## src/rtl/md_pkg.sv

```systemverilog
package md_pkg;

    typedef enum logic [1:0] {
        OP_MULS = 2'b00,
        OP_MULU = 2'b01,
        OP_DIVS = 2'b10,
        OP_DIVU = 2'b11
    } md_op_e;

    typedef enum logic [1:0] {
        ST_IDLE,
        ST_SETUP,
        ST_ITER,
        ST_FIX
    } md_state_e;

    // sign-correction plan captured in the setup cycle
    typedef struct packed {
        logic is_div;
        logic neg_main;   // product or quotient must be negated
        logic neg_rem;    // remainder must be negated
    } md_fix_t;

    function automatic logic op_is_div(md_op_e op);
        return op[1];
    endfunction

    function automatic logic op_is_signed(md_op_e op);
        return ~op[0];
    endfunction

endpackage

```

## src/rtl/md_ctrl.sv

```systemverilog
module md_ctrl
    import md_pkg::*;
#(
    parameter int unsigned ITERS = 32
) (
    input  logic      clk,
    input  logic      rst,
    input  logic      start_i,
    output md_state_e state_o,
    output logic      done_o
);
    localparam int unsigned CW = $clog2(ITERS);

    md_state_e       state_q;
    logic [CW-1:0]   cnt_q;
    logic            done_q;

    always_ff @(posedge clk) begin
        if (rst) begin
            state_q <= ST_IDLE;
            cnt_q   <= '0;
            done_q  <= 1'b0;
        end else begin
            done_q <= 1'b0;
            case (state_q)
                ST_IDLE:  if (start_i) state_q <= ST_SETUP;
                ST_SETUP: begin
                    state_q <= ST_ITER;
                    cnt_q   <= '0;
                end
                ST_ITER: begin
                    if (cnt_q == CW'(ITERS - 1)) state_q <= ST_FIX;
                    else                         cnt_q   <= cnt_q + 1'b1;
                end
                ST_FIX: begin
                    state_q <= ST_IDLE;
                    done_q  <= 1'b1;
                end
                default: state_q <= ST_IDLE;
            endcase
        end
    end

    assign state_o = state_q;
    assign done_o  = done_q;
endmodule

```

## src/rtl/md_step.sv

```systemverilog
module md_step #(
    parameter int unsigned XLEN = 32
) (
    input  logic            div_i,
    input  logic [XLEN:0]   up_i,
    input  logic [XLEN-1:0] lo_i,
    input  logic [XLEN-1:0] b_i,
    output logic [XLEN:0]   up_o,
    output logic [XLEN-1:0] lo_o
);
    logic [XLEN+1:0] opa, opb, sum;
    logic [XLEN:0]   mid;
    logic            take;

    always_comb begin
        if (div_i) begin
            opa = {1'b0, up_i[XLEN-1:0], lo_i[XLEN-1]};
            opb = ~{2'b00, b_i};
        end else begin
            opa = {1'b0, up_i};
            opb = {2'b00, b_i};
        end
        // one adder: add for multiply, subtract (invert + carry-in) for divide
        sum = opa + opb + {{(XLEN+1){1'b0}}, div_i};

        if (div_i) begin
            take = ~sum[XLEN+1];                    // trial difference not negative
            mid  = take ? sum[XLEN:0] : opa[XLEN:0]; // restore on negative
            up_o = mid;
            lo_o = {lo_i[XLEN-2:0], take};
        end else begin
            take = lo_i[0];
            mid  = take ? sum[XLEN:0] : up_i;
            up_o = {1'b0, mid[XLEN:1]};
            lo_o = {mid[0], lo_i[XLEN-1:1]};
        end
    end
endmodule

```

## src/rtl/md_unit.sv

```systemverilog
module md_unit
    import md_pkg::*;
#(
    parameter int unsigned XLEN = 32
) (
    input  logic            clk,
    input  logic            rst,
    input  logic            start_i,
    input  logic [1:0]      op_i,
    input  logic [XLEN-1:0] opa_i,
    input  logic [XLEN-1:0] opb_i,
    output logic            busy_o,
    output logic            done_o,
    output logic [XLEN-1:0] hi_o,
    output logic [XLEN-1:0] lo_o
);
    localparam int unsigned ITERS = XLEN;
    localparam int unsigned PW    = 2 * XLEN;

    md_state_e       state;
    md_op_e          op_q;
    md_fix_t         fix_q;
    logic [XLEN-1:0] a_q, b_q, bm_q, lo_q, hi_res_q, lo_res_q;
    logic [XLEN:0]   up_q;
    logic [XLEN:0]   step_up;
    logic [XLEN-1:0] step_lo;
    logic            sa, sb;
    logic [PW-1:0]   prod_mag, prod_fix;
    logic [XLEN-1:0] quo_fix, rem_fix;

    md_ctrl #(.ITERS(ITERS)) ctrl_i (
        .clk     (clk),
        .rst     (rst),
        .start_i (start_i),
        .state_o (state),
        .done_o  (done_o)
    );

    md_step #(.XLEN(XLEN)) step_i (
        .div_i (fix_q.is_div),
        .up_i  (up_q),
        .lo_i  (lo_q),
        .b_i   (bm_q),
        .up_o  (step_up),
        .lo_o  (step_lo)
    );

    always_comb begin
        sa       = op_is_signed(op_q) & a_q[XLEN-1];
        sb       = op_is_signed(op_q) & b_q[XLEN-1];
        prod_mag = {up_q[XLEN-1:0], lo_q};
        prod_fix = fix_q.neg_main ? -prod_mag : prod_mag;
        quo_fix  = fix_q.neg_main ? -lo_q : lo_q;
        rem_fix  = fix_q.neg_rem ? -up_q[XLEN-1:0] : up_q[XLEN-1:0];
    end

    always_ff @(posedge clk) begin
        if (rst) begin
            op_q     <= OP_MULS;
            a_q      <= '0;
            b_q      <= '0;
            bm_q     <= '0;
            up_q     <= '0;
            lo_q     <= '0;
            fix_q    <= '0;
            hi_res_q <= '0;
            lo_res_q <= '0;
        end else begin
            case (state)
                ST_IDLE: begin
                    if (start_i) begin
                        op_q <= md_op_e'(op_i);
                        a_q  <= opa_i;
                        b_q  <= opb_i;
                    end
                end
                ST_SETUP: begin
                    up_q           <= '0;
                    lo_q           <= sa ? -a_q : a_q;
                    bm_q           <= sb ? -b_q : b_q;
                    fix_q.is_div   <= op_is_div(op_q);
                    fix_q.neg_main <= sa ^ sb;
                    fix_q.neg_rem  <= op_is_div(op_q) ? sa : 1'b0;
                end
                ST_ITER: begin
                    up_q <= step_up;
                    lo_q <= step_lo;
                end
                ST_FIX: begin
                    if (fix_q.is_div) begin
                        hi_res_q <= rem_fix;
                        lo_res_q <= quo_fix;
                    end else begin
                        hi_res_q <= prod_fix[PW-1:XLEN];
                        lo_res_q <= prod_fix[XLEN-1:0];
                    end
                end
                default: ;
            endcase
        end
    end

    assign busy_o = (state != ST_IDLE);
    assign hi_o   = hi_res_q;
    assign lo_o   = lo_res_q;
endmodule

```

## config.mk

```make
export PLATFORM = sky130hd
export DESIGN_NAME = md_unit
export DESIGN_NICKNAME = d
export VERILOG_FILES = /design/src/rtl/md_pkg.sv /design/src/rtl/md_ctrl.sv /design/src/rtl/md_step.sv /design/src/rtl/md_unit.sv
export SDC_FILE = /design/constraint.sdc
export NUM_CORES = 1
export LEC_CHECK = 0
export BUFFER_PORTS_ARGS = -buffer_cell sky130_fd_sc_hd__buf_2
export CAP_MARGIN = 20
export CELL_PAD_IN_SITES_DETAIL_PLACEMENT = 0
export CELL_PAD_IN_SITES_GLOBAL_PLACEMENT = 1
export CORE_MARGIN = 2
export CORE_UTILIZATION = 35
export DETAILED_ROUTE_END_ITERATION = 10
export GPL_ROUTABILITY_DRIVEN = 0
export PLACE_DENSITY_LB_ADDON = 0.1
export SLEW_MARGIN = 20
export SYNTH_ARGS = -nofsm -noshare
export SYNTH_HDL_FRONTEND = slang
export SYNTH_HIERARCHICAL = 1
export SYNTH_SLANG_ARGS = --single-unit
```

## constraint.sdc

```tcl
create_clock -name clk -period 5.8 [get_ports clk]
set_input_delay 0.58 -clock clk [delete_from_list [all_inputs] [get_ports clk]]
set_output_delay 0.58 -clock clk [all_outputs]
set_load 0.01 [all_outputs]
```

# Word level (Yosys, flattened, before mapping)
# Index checks and enable logic that the tools add are counted.
# W data, S select, Z words.
# totals
reg_bits	238
inputBits	69
elab_cells	63
# op_classes
add_sub_neg	8
eq_ne	7
n_mux	22
bitwise_logic	6
reduce_logical	6
# op_table
cell	count
$mux W32	7
$mux W33	4
$neg A32 Y32	4
$pmux W33 S2	1
$mux W64	1
$neg A64 Y64	1
$pmux W32 S2	1
$add A33 B34 Y34	1
$add A34 B1 Y34	1
$mux W34	1
$not A32 Y34	1
$pmux W5 S2	1
$pmux W2 S4	1
$reduce_and A2 Y1	3
$add A5 B1 Y5 const B	1
$eq A5 B5 Y1 const B	1
$mux W5	1
$eq A2 B2 Y1 const B	2
$mux W2	2
$ne A2 B2 Y1 const B	2
$reduce_bool A2 Y1	2
$and A1 B1 Y1	2
$eq A2 B1 Y1 const B	1
$logic_not A2 Y1	1
4 further kinds	6

# Longest topological paths before layout
# logic_depth
ltp_word	7
mapped_depth	18
depth_no_buf	14

# Modules after synthesis
# The synthesis kept the hierarchy.
# modules_own_cells
mod	instances	cells_per_inst	area_per_inst_um2
md_unit	1	1427	11354.6
md_step	1	542	4033.9
md_ctrl	1	50	441.7

# Worst setup path after synthesis
# No wires, ideal clock.
# synth_path
path_kind	register to register
startpoint	register fix_q[2] (netlist name)
endpoint	register up_q[31]
t_arrival_ns	3.909
required_ns	5.672
path_slack_ns	1.763
stages_incl_launch_ff	18
path_buffers	4
cell_sequence	dfxtp_1 -> buf_2 -> clkbuf_1 -> buf_1 -> mux2_2 -> ha_1 -> buf_6 -> a2111oi_4 -> o221ai_2 -> a21oi_2 -> nand3_2 -> a41oi_2 -> nor3_1 -> a2111o_1 -> a311oi_1 -> a21oi_1 -> a22oi_1 -> nor2_1
# synth_between
elab_chain_cells	6
elab_cells_between_ends	8
classes_between	add/sub (2); mux (6)
# synth_lines
item	line_no	rtl
start: declaration	md_unit.sv:22	md_fix_t fix_q;
$mux W33 / $mux W34 (equally long branches)	md_step.sv:16	if (div_i) begin
$add A33 B34 Y34	md_step.sv:24	sum = opa + opb + {{(XLEN+1){1'b0}}, div_i};
$add A34 B1 Y34	md_step.sv:24	
$mux W33 (on tied branches)	md_step.sv:33, md_step.sv:28	
$mux W33 (*)	md_step.sv:26	if (div_i) begin
named net step_up[31]	md_unit.sv:25	logic [XLEN:0] step_up;
$pmux W33 S2 (*)	md_unit.sv:69	case (state)
end signal: assignment	md_unit.sv:86	up_q <= step_up;
end: declaration	md_unit.sv:24	logic [XLEN:0] up_q;
# The timed path passes the listed nets; every way through them passes the cells marked *.
# A chain may end at the register's enable or synchronous reset.

# Worst setup path after layout
# layout_path
startpoint	register fix_q[2] (netlist name)
endpoint	register up_q[17]
# Same word-level chain as after synthesis.

==> results.cfg <==
[routing]
detail_route.first_pass.iterations = 5
drtAntennaViolNets = 0
totalWireLength_um = 52570
drt_iter0_drc = 1263
detail_route.vias_per_cell = 5.538
routedWlPerCell_um = 19.59
detail_route.drc_violations = 0
dr_total_vias = 14860

[timing]
max-slew-margin-rel = 0.3162
timing_max_transition_violations_final = 0
hold_violations = 0
clock-skew-final_ns = 0.01168
timing.final.crit_share = 0.8145
final.setup.worst_slack_ns = 1.076
max_clock_freq_mhz = 211.7
tightest_slew_ns = 1.012
setup-violations-final = 0
rsz0062_at_grt = false
post-route-min-period_ns = 4.724
final.setup.tns_ns = 0

[final_layout]
seq_area_mm2 = 0.004770
multi_input_area_mm2 = 0.01039
layout-drive-gt1-share = 0.1517
layout.cells.most_common = sky130_fd_sc_hd__nand2_1
layout.nets = 2183
area_growth_pct = 13.02
most_used_cells_in_the_layout_excluding_fill_and_tap_cells = 267 x sky130_fd_sc_hd__nand2_1, 236 x sky130_fd_sc_hd__dfxtp_1, 179 x sky130_fd_sc_hd__a21oi_1
fill_cells = 4702

[power]
pwr_density_cell_mw_per_mm2 = 418.2
power.ir.vdd_worst_mv = 0.3125
power.static_leakage_nw = 7.175

[critical_path]
cp_data_arrival_time_ns = 5.16
endpoint_kind = register
worstPathRequired_ns = 6.24
worstPathMaxFanout = 70
timing.critical_path.from_type = register
worst-setup-path-type = register to register

[clock_tree]
cts_hold_buf = 0
clock_insertion_delay_worst_skew_ns = 0.58
clk_path_buf_depth = 3
cts.repair.resized = 0
ctsRootBufferMaster = sky130_fd_sc_hd__clkbuf_16
clkSinkCount = 238
cts_post_setup_buffers_inserted = 0
cts.reportedPaths.clkPinSlew_ns = 0.06
cts_tree = built
cts_buffers = 29
cts_htree_levels = 1

[floorplan]
die_x_um = 216.7
core_area_mm2 = 0.04441
floorplan_die_area_mm2 = 0.04695
num_rows = 77
fp.dieH_um = 216.7
initial_core_util = 0.3564
i_o_pin_cnt = 135

[synth]
seq_area_frac_synth = 0.3010
yosys_warnings = 6
synthesis.instances = 2019
ys_types = 89
postSynth.topFlopCell = sky130_fd_sc_hd__dfxtp_1
syn_area_mm2 = 0.01583
syn_nets = 2134
postSynthRegisterBits = 238
number_of_flops_mapped_to_enable_cells_by_yosys = 0
synth-async-reset-ratio = 0
synth.avg_cell_area_um2 = 7.841

[grt]
first_global_vias = 13950
grt.total_usage = 0.2183
gr-total-overflow = 0
grt_antenna_before_repair = 0
grt_pass1_wl_um = 82350
grt_max_degree = 76

[place]
dpl_worst_slack_ns = 1.126
hpwl_um = 38450
place.port_buffers = 134

[hold_path]
holdCritPathClass = input pin to register

[outcome]
status = completed

[job]
max_cap_violations = 0
[registers in the layout, indices dropped and copies added, names as in the netlist]
| signal | cells |
|---|---|
| a_q | 32 |
| ctrl_i/cnt_q | 5 |
| b_q | 32 |
| op_q | 2 |
| bm_q | 32 |
| fix_q | 3 |
| lo_o | 32 |
| lo_q | 32 |
| ctrl_i/done_o | 1 |
| ctrl_i/state_o | 2 |
| hi_o | 32 |
| up_q | 33 |
[synthesized netlist by cell type (all sizes together), types with 10 or more instances]
master  instances  area share
mux2           60       0.043
nor4           31       0.016
nor3           38       0.012
inv            35      0.0083
nand2b         22      0.0087
a31oi          22      0.0087
xnor2          81       0.045
o22ai          12      0.0047
nand2         268       0.064
or2            10      0.0040
o41ai          18       0.011
xor2           87       0.048
and2           11      0.0043
o21ai         107       0.034
nor2b          33       0.013
a21o           24       0.011
dfxtp         238        0.30
a21oi         182       0.059
or4            17      0.0089
clkbuf        109       0.026
mux2i          49       0.031
nand3          40       0.014
buf            28      0.0086
nor2          173       0.041
a22oi          43       0.021
and3           15      0.0059
or3            24       0.010
o31ai          20      0.0095
a211oi         77       0.037
ha             45       0.036
nand4          24      0.0099
[critical path, stage by stage, from the launching register on]
cell and delay (ns):
sky130_fd_sc_hd__dfxtp_4 0.98, sky130_fd_sc_hd__mux2_2 0.42, sky130_fd_sc_hd__ha_1 0.43, sky130_fd_sc_hd__nand3_1 0.17
sky130_fd_sc_hd__nor3_1 0.34, sky130_fd_sc_hd__o2111ai_1 0.28, sky130_fd_sc_hd__nand3_2 0.24, sky130_fd_sc_hd__a21oi_4 0.11
sky130_fd_sc_hd__a22oi_4 0.73, sky130_fd_sc_hd__buf_4 0.33, sky130_fd_sc_hd__mux2i_1 0.23, sky130_fd_sc_hd__a21oi_1 0.09
sky130_fd_sc_hd__a22oi_1 0.16, sky130_fd_sc_hd__nor2_1 0.06
[layer usage]
| layer | track usage | wire, um | vias up |
|---|---|---|---|
| met4 | 0.05571 | 1326 | 0 |
| li1 | - | - | 7400 |
| met5 | 0 | 0 | - |
| met3 | 0.02639 | 2569 | 80 |
| met1 | 0.3296 | 26620 | 6959 |
| met2 | 0.3252 | 22050 | 419 |
[path summary, 6_finish.rpt]
kind / from / end / slack, ns / cells after the start
setup / recovery: fix_q[2] / up_q[17] / 1.08 / 13
hold / removal: opb_i[3] / b_q[3] / 0.23 / 3
setup reg to reg: fix_q[2] / up_q[17] / 1.08 / 13
hold reg to reg: hi_o[13] / hi_o[13] / 0.45 / 2
[area by class of cell]
cell class              count  share of cell area
diodes                      1           0.0001399
well taps                 592             0.04140
inverters                  36            0.007553
clock buffers              40             0.04679
repair buffers            155             0.04665
multi-input cells        1608              0.5806
clock inverters            13             0.01028
flip-flops and latches    238              0.2666
[cell families after synthesis]
group                      synth area share
DFF                                  0.3010
adders and majority gates           0.03683
muxes                               0.07390
xor gates and xnor gates            0.09295
AOI/OAI and AO/OA                    0.2336
buffers and inverters               0.04331
and+or+nand+nor                      0.2185
[power breakdown]
part | internal [mW] | switching [mW] | leakage [nW]
clock | 1.19 | 0.748 | 0.511
sequential | 1.91 | 0.406 | 1.93
combinational | 1.11 | 2.13 | 4.73
total | 4.20 | 3.28 | 7.17
[stage by stage]
| stage | util | hold slack (ns) | std cells | power (mW) | area [um^2] |
|---|---|---|---|---|---|
| floorplan | - | 0.4443 | 2019 | 4.601 | 15830 |
| global placement | 0.3798 | 0.4311 | 2629 | 5.535 | 16870 |
| detailed placement | 0.3798 | 0.4385 | 2629 | 5.556 | 16870 |
| CTS | 0.4027 | 0.2025 | 2682 | 7.518 | 17890 |
| global route | 0.4028 | 0.2206 | 2682 | 8.001 | 17890 |
| finish | 0.4028 | 0.2305 | 2683 | 7.481 | 17890 |
(Power assumes the default switching activity.)
